`config.mk`:
```
export PLATFORM = sky130hd
export DESIGN_NAME = mafl_status_unit
export DESIGN_NICKNAME = d
export VERILOG_FILES = /design/src/rtl/mafl_pkg.sv /design/src/rtl/mafl_operr_detect.sv /design/src/rtl/mafl_sum_codes.sv /design/src/rtl/mafl_exc_merge.sv /design/src/rtl/mafl_status_unit.sv
export SDC_FILE = /design/constraint.sdc
export NUM_CORES = 1
export LEC_CHECK = 0
export ABC_AREA = 1
export BUFFER_PORTS_ARGS = -buffer_cell sky130_fd_sc_hd__buf_2
export CAP_MARGIN = 20
export CORE_AREA = 2 2 77 79
export DETAILED_ROUTE_END_ITERATION = 8
export DIE_AREA = 0 0 79 81
export GPL_TIMING_DRIVEN = 0
export PLACE_DENSITY = 0.65
export SKIP_LAST_GASP = 1
export SLEW_MARGIN = 0
export SYNTH_ARGS = -nofsm -noshare
export SYNTH_HDL_FRONTEND = slang
export SYNTH_SLANG_ARGS = --single-unit
```
`constraint.sdc`:
```
create_clock -name clk -period 1.3 [get_ports clk]
set_input_delay 0.325 -clock clk [delete_from_list [all_inputs] [get_ports clk]]
set_output_delay 0.325 -clock clk [all_outputs]
set_load 0.02 [all_outputs]
```
`src/rtl/mafl_pkg.sv`:
```
`timescale 1ns/1ps
package mafl_pkg;
  localparam int EXP_W  = 8;
  localparam int FRAC_W = 23;
  localparam int WORD_W = EXP_W + FRAC_W + 1;
  localparam int MAG_W  = WORD_W - 1;

  localparam int CC_W  = 8;
  localparam int EXC_W = 5;

  // condition-code bit positions written by the paired operation
  localparam int CC_ZERO_B = 2;
  localparam int CC_NEG_B  = 3;
  localparam int CC_INF_B  = 4;
  localparam logic [CC_W-1:0] CC_WR_MASK =
    CC_W'((1 << CC_ZERO_B) | (1 << CC_NEG_B) | (1 << CC_INF_B));

  // exception register layout, most significant first
  typedef struct packed {
    logic operr;
    logic ovf;
    logic unf;
    logic dz;
    logic inx;
  } exc_t;

  function automatic logic mag_is_inf(input logic [MAG_W-1:0] m);
    return (m[MAG_W-1 -: EXP_W] == '1) && (m[FRAC_W-1:0] == '0);
  endfunction

  function automatic logic mag_is_zero(input logic [MAG_W-1:0] m);
    return (m == '0);
  endfunction
endpackage

```
`src/rtl/mafl_operr_detect.sv`:
```
`timescale 1ns/1ps
module mafl_operr_detect
  import mafl_pkg::*;
(
  input  logic [MAG_W-1:0]  mul_a_mag,
  input  logic [MAG_W-1:0]  mul_b_mag,
  input  logic [WORD_W-1:0] add_a,
  input  logic [WORD_W-1:0] add_b,
  output logic              mul_operr,
  output logic              add_operr
);
  logic a_inf, b_inf, a_zero, b_zero;
  logic sa_inf, sb_inf, signs_differ;

  always_comb begin
    a_inf  = mag_is_inf(mul_a_mag);
    b_inf  = mag_is_inf(mul_b_mag);
    a_zero = mag_is_zero(mul_a_mag);
    b_zero = mag_is_zero(mul_b_mag);
    mul_operr = (a_inf && b_zero) || (b_inf && a_zero);

    sa_inf       = mag_is_inf(add_a[MAG_W-1:0]);
    sb_inf       = mag_is_inf(add_b[MAG_W-1:0]);
    signs_differ = add_a[WORD_W-1] ^ add_b[WORD_W-1];
    add_operr    = sa_inf && sb_inf && signs_differ;
  end
endmodule

```
`src/rtl/mafl_sum_codes.sv`:
```
`timescale 1ns/1ps
module mafl_sum_codes
  import mafl_pkg::*;
(
  input  logic [WORD_W-1:0] sum_res,
  output logic              sum_zero,
  output logic              sum_neg,
  output logic              sum_inf
);
  always_comb begin
    sum_zero = mag_is_zero(sum_res[MAG_W-1:0]);
    sum_inf  = mag_is_inf(sum_res[MAG_W-1:0]);
    sum_neg  = sum_res[WORD_W-1];
  end
endmodule

```
`src/rtl/mafl_exc_merge.sv`:
```
`timescale 1ns/1ps
module mafl_exc_merge
  import mafl_pkg::*;
(
  input  logic mul_inx,
  input  logic mul_unf,
  input  logic mul_ovf,
  input  logic add_inx,
  input  logic add_unf,
  input  logic add_ovf,
  input  logic mul_operr,
  input  logic add_operr,
  output exc_t exc_next
);
  always_comb begin
    exc_next.inx   = mul_inx | add_inx;
    exc_next.unf   = mul_unf | add_unf;
    exc_next.ovf   = mul_ovf | add_ovf;
    exc_next.dz    = 1'b0;
    exc_next.operr = mul_operr | add_operr;
  end
endmodule

```
`src/rtl/mafl_status_unit.sv`:
```
`timescale 1ns/1ps
module mafl_status_unit
  import mafl_pkg::*;
(
  input  logic              clk,
  input  logic              rst,
  input  logic              issue,
  input  logic              mp_mode,
  input  logic [WORD_W-1:0] mul_a,
  input  logic [WORD_W-1:0] mul_b,
  input  logic [WORD_W-1:0] add_a,
  input  logic [WORD_W-1:0] add_b,
  input  logic [WORD_W-1:0] sum_res,
  input  logic              mul_inx,
  input  logic              mul_unf,
  input  logic              mul_ovf,
  input  logic              add_inx,
  input  logic              add_unf,
  input  logic              add_ovf,
  input  logic              wr_en,
  input  logic [CC_W-1:0]   wr_cc,
  input  logic [EXC_W-1:0]  wr_exc,
  output logic              prod_rnd_max,
  output logic [CC_W-1:0]   cc_q,
  output logic [EXC_W-1:0]  exc_q
);
  logic mul_operr, add_operr;
  logic sum_zero, sum_neg, sum_inf;
  exc_t exc_next;
  logic [CC_W-1:0] cc_codes, cc_next;

  mafl_operr_detect u_operr (
    .mul_a_mag (mul_a[MAG_W-1:0]),
    .mul_b_mag (mul_b[MAG_W-1:0]),
    .add_a     (add_a),
    .add_b     (add_b),
    .mul_operr (mul_operr),
    .add_operr (add_operr)
  );

  mafl_sum_codes u_codes (
    .sum_res  (sum_res),
    .sum_zero (sum_zero),
    .sum_neg  (sum_neg),
    .sum_inf  (sum_inf)
  );

  mafl_exc_merge u_merge (
    .mul_inx   (mul_inx),
    .mul_unf   (mul_unf),
    .mul_ovf   (mul_ovf),
    .add_inx   (add_inx),
    .add_unf   (add_unf),
    .add_ovf   (add_ovf),
    .mul_operr (mul_operr),
    .add_operr (add_operr),
    .exc_next  (exc_next)
  );

  // product precision select goes straight to the multiplier
  assign prod_rnd_max = mp_mode;

  always_comb begin
    cc_codes            = '0;
    cc_codes[CC_ZERO_B] = sum_zero;
    cc_codes[CC_NEG_B]  = sum_neg;
    cc_codes[CC_INF_B]  = sum_inf;
    cc_next = (cc_q & ~CC_WR_MASK) | cc_codes;
  end

  always_ff @(posedge clk) begin
    if (rst) begin
      cc_q  <= '0;
      exc_q <= '0;
    end else if (wr_en) begin
      cc_q  <= wr_cc;
      exc_q <= wr_exc;
    end else if (issue) begin
      cc_q  <= cc_next;
      exc_q <= exc_next;
    end
  end
endmodule

```
==> out/results.ini <==
[global_route]
grt-ovfl-total = 0
grt_start_max_net_pins = 11
grt_pass1_vias = 1783
grt_pass1_wl_um = 7610
track_usage = 0.147
grt_antenna_before_repair = 0

[cells_and_area]
layoutNonFillerInstCount = 505
diodes = 0
fin_area_mm2 = 0.00231
fin_util = 0.407
synthToLayoutAreaGrowth_pct = 92.0
fin_nets = 615
drive_gt1_frac = 0.474

[power_and_ir_drop]
finalPower_mw = 1.29
irDropWorstVdd_uv = 488
power.leakage_nw = 1.34
sw_frac_of_total = 0.294
power.internal_uw = 909
clkPwrFrac = 0.279
p_sw_uw = 379
power_density_mw_per_mm2 = 558
pwr-share-seq = 0.339
power.share.combinational = 0.382

[clocking]
cts_root_buffer = clkbuf_8
clock_latency_ns = 0.24
cts_resized = 0
cts.clk_slew.worst_paths_ns = 0.06
cts-hold-fix-buffers = 0
cts_made_buffers = 3
post-cts-setup-buffers = 0
cts_tree = yes
cts_max_path_buffers = 2
cts.htree.levels = 1
clock-sinks = 13

[detailed_routing]
drc = 0
wl_met2_um = 2560
vias = 2083
met1Wirelength_um = 2190
wl_met3_um = 470
wl_per_cell_um = 10.3
routed_wl_um = 5210
ant_nets = 0
top_layer = met3
drt-initial-drc-count = 66
via_per_inst = 4.12
firstDrtPassIters = 4

[placed_design]
place_ws_ns = -0.00440
io_buffers = 193
place_area_mm2 = 0.00226
hpwl_um = 4660
place_congestion = 0.858
dp.cells = 501

[synthesis]
synth_area_leader_cell = nor2_1
syn_area_mm2 = 0.00120
synth_top_cells_by_area = nor2_1 (27%), dfxtp_1 (22%), nand2_1 (21%), inv_1 (5.6%), o21ai_0 (3.3%)
synth-seq-cells = 13
ys_types = 22
synthDominantCellAreaShare = 0.275
netlist_instances = 233
ys_warn_count = 0
synth_seq_area_share = 0.216
syn-num-nets = 417
avgSynthCellArea_um2 = 5.16

[critical_path]
end_kind = output pin
required_ns = 0.98
critPathLaunch = exc_q[2]
rrSetupSlack_ns = 0.62
endpoint = exc_q[2]
crit_chain = buf_2
regToRegEndpoint = exc_q[4]
cp_max_fo = 2
cp.depth = 1
timing.critical_path.buf_inv = 1
r2r-start = exc_q[4]
cpLargestDelayFamily = flip-flops
crit_arrival_ns = 0.75
cpMaxStageDelayCell = dfxtp_1
r2r.worst_path.cells = 2
cpPeakStageDelay_ns = 0.34
startpoint_type = flip-flop
critPathKind = reg2out

[sta]
fin_crit_ns = 1.08
clock_skew_ns = 0
drv_slew = 0
clock.fmax_ghz = 0.928
finalHoldViolCount = 0
slew_headroom = 0.792
rsz0062_at_grt = no
worst_pin_slew_ns = 0.308
finalWorstSetupSlack_ns = 0.222
fin_crit_sh = 0.829
whs_ns = 0.304
setup_tns_ns = 0
setup_viol = 0

[die]
rows = 28
initial_core_util = 0.212
die_area_mm2 = 0.00640
die_w_um = 79
coreArea_mm2 = 0.00568
dieHeight_um = 81
ios = 198

[flow_run]
maxCapViolCount = 0

[worst_hold_path]
hold_path_class = in2reg

[run_status]
outcome = finished clean

[cells in the mapped netlist]
| cell type | count |
|---|---|
| nor2_4 | 2 |
| and3_1 | 1 |
| inv_2 | 1 |
| dfxtp_1 | 13 |
| buf_4 | 1 |
| nand4_1 | 6 |
| a21oi_1 | 3 |
| o21ai_0 | 8 |
| a21oi_2 | 1 |
| o21a_1 | 1 |
| nor4_1 | 5 |
| nand3b_1 | 1 |
| buf_2 | 1 |
| nor3_1 | 2 |
| buf_6 | 1 |
| a22oi_1 | 3 |
| nor2_1 | 88 |
| nand3_1 | 7 |
| a31oi_1 | 2 |
| nand2_1 | 66 |
| or2_1 | 2 |
| inv_1 | 18 |
[sequential cells by signal, summed over array words and instances (netlist names)]
register,count
exc_q,5
cc_q,8
[power groups by stage]
stage	clock network (mW)	registers, mW	logic, mW
6_report	0.359	0.436	0.492
5_1_grt	0.388	0.439	0.553
4_1_cts	0.374	0.436	0.497
3_5_place_dp	0	0.444	0.495
3_3_place_gp	0	0.443	0.485
2_1_floorplan	0	0.475	0.138
[worst min path at each step]
stage,startpoint,slack (ns),depth (start not counted),end
detailed placement,exc_q[1],0.45,2,exc_q[1]
global placement,exc_q[1],0.45,2,exc_q[1]
CTS,wr_cc[0],0.30,3,cc_q[0]
finish,wr_cc[0],0.30,3,cc_q[0]
global route,wr_cc[5],0.32,3,cc_q[5]
floorplan,rst,0.39,1,exc_q[4]
[logic make-up (layout without fill, tap and decap cells)]
group | after synthesis | in the layout | share of synthesized area
and+or+nand+nor | 180 | 180 | 0.616
DFF | 13 | 13 | 0.216
buffers and inverters | 22 | 219 | 0.0791
AOI/OAI and AO/OA | 18 | 18 | 0.0884
[area by class of cell]
class,count,area [um^2]
Timing Repair Buffer,193,966
Tap cell,75,93.8
Clock buffer,3,41.3
Multi-Input combinational cell,198,847
Inverter,19,71.3
Sequential cell,13,260
Fill cell,652,3370
Buffer,3,23.8
Clock inverter,1,5.00
[placed cells by master, fill, tap and decap left out, types with 2 or more instances in the layout]
master / count
a21oi_1: 3
nor2_1: 88
clkbuf_8: 3
inv_1: 18
nand2_1: 66
or2_1: 2
buf_2: 194
dfxtp_1: 13
nor3_1: 2
o21ai_0: 8
a22oi_1: 3
a31oi_1: 2
nand3_1: 7
nor2_4: 2
nor4_1: 5
nand4_1: 6
[routing by layer]
| layer | vias up | GRT usage |
|---|---|---|
| met2 | 90 | 0.270 |
| met4 | 0 | 0.00345 |
| met5 | - | 0 |
| met3 | 0 | 0.0289 |
| met1 | 863 | 0.187 |
| li1 | 1130 | - |
No activity file was read; power rests on OpenSTA's default activity.
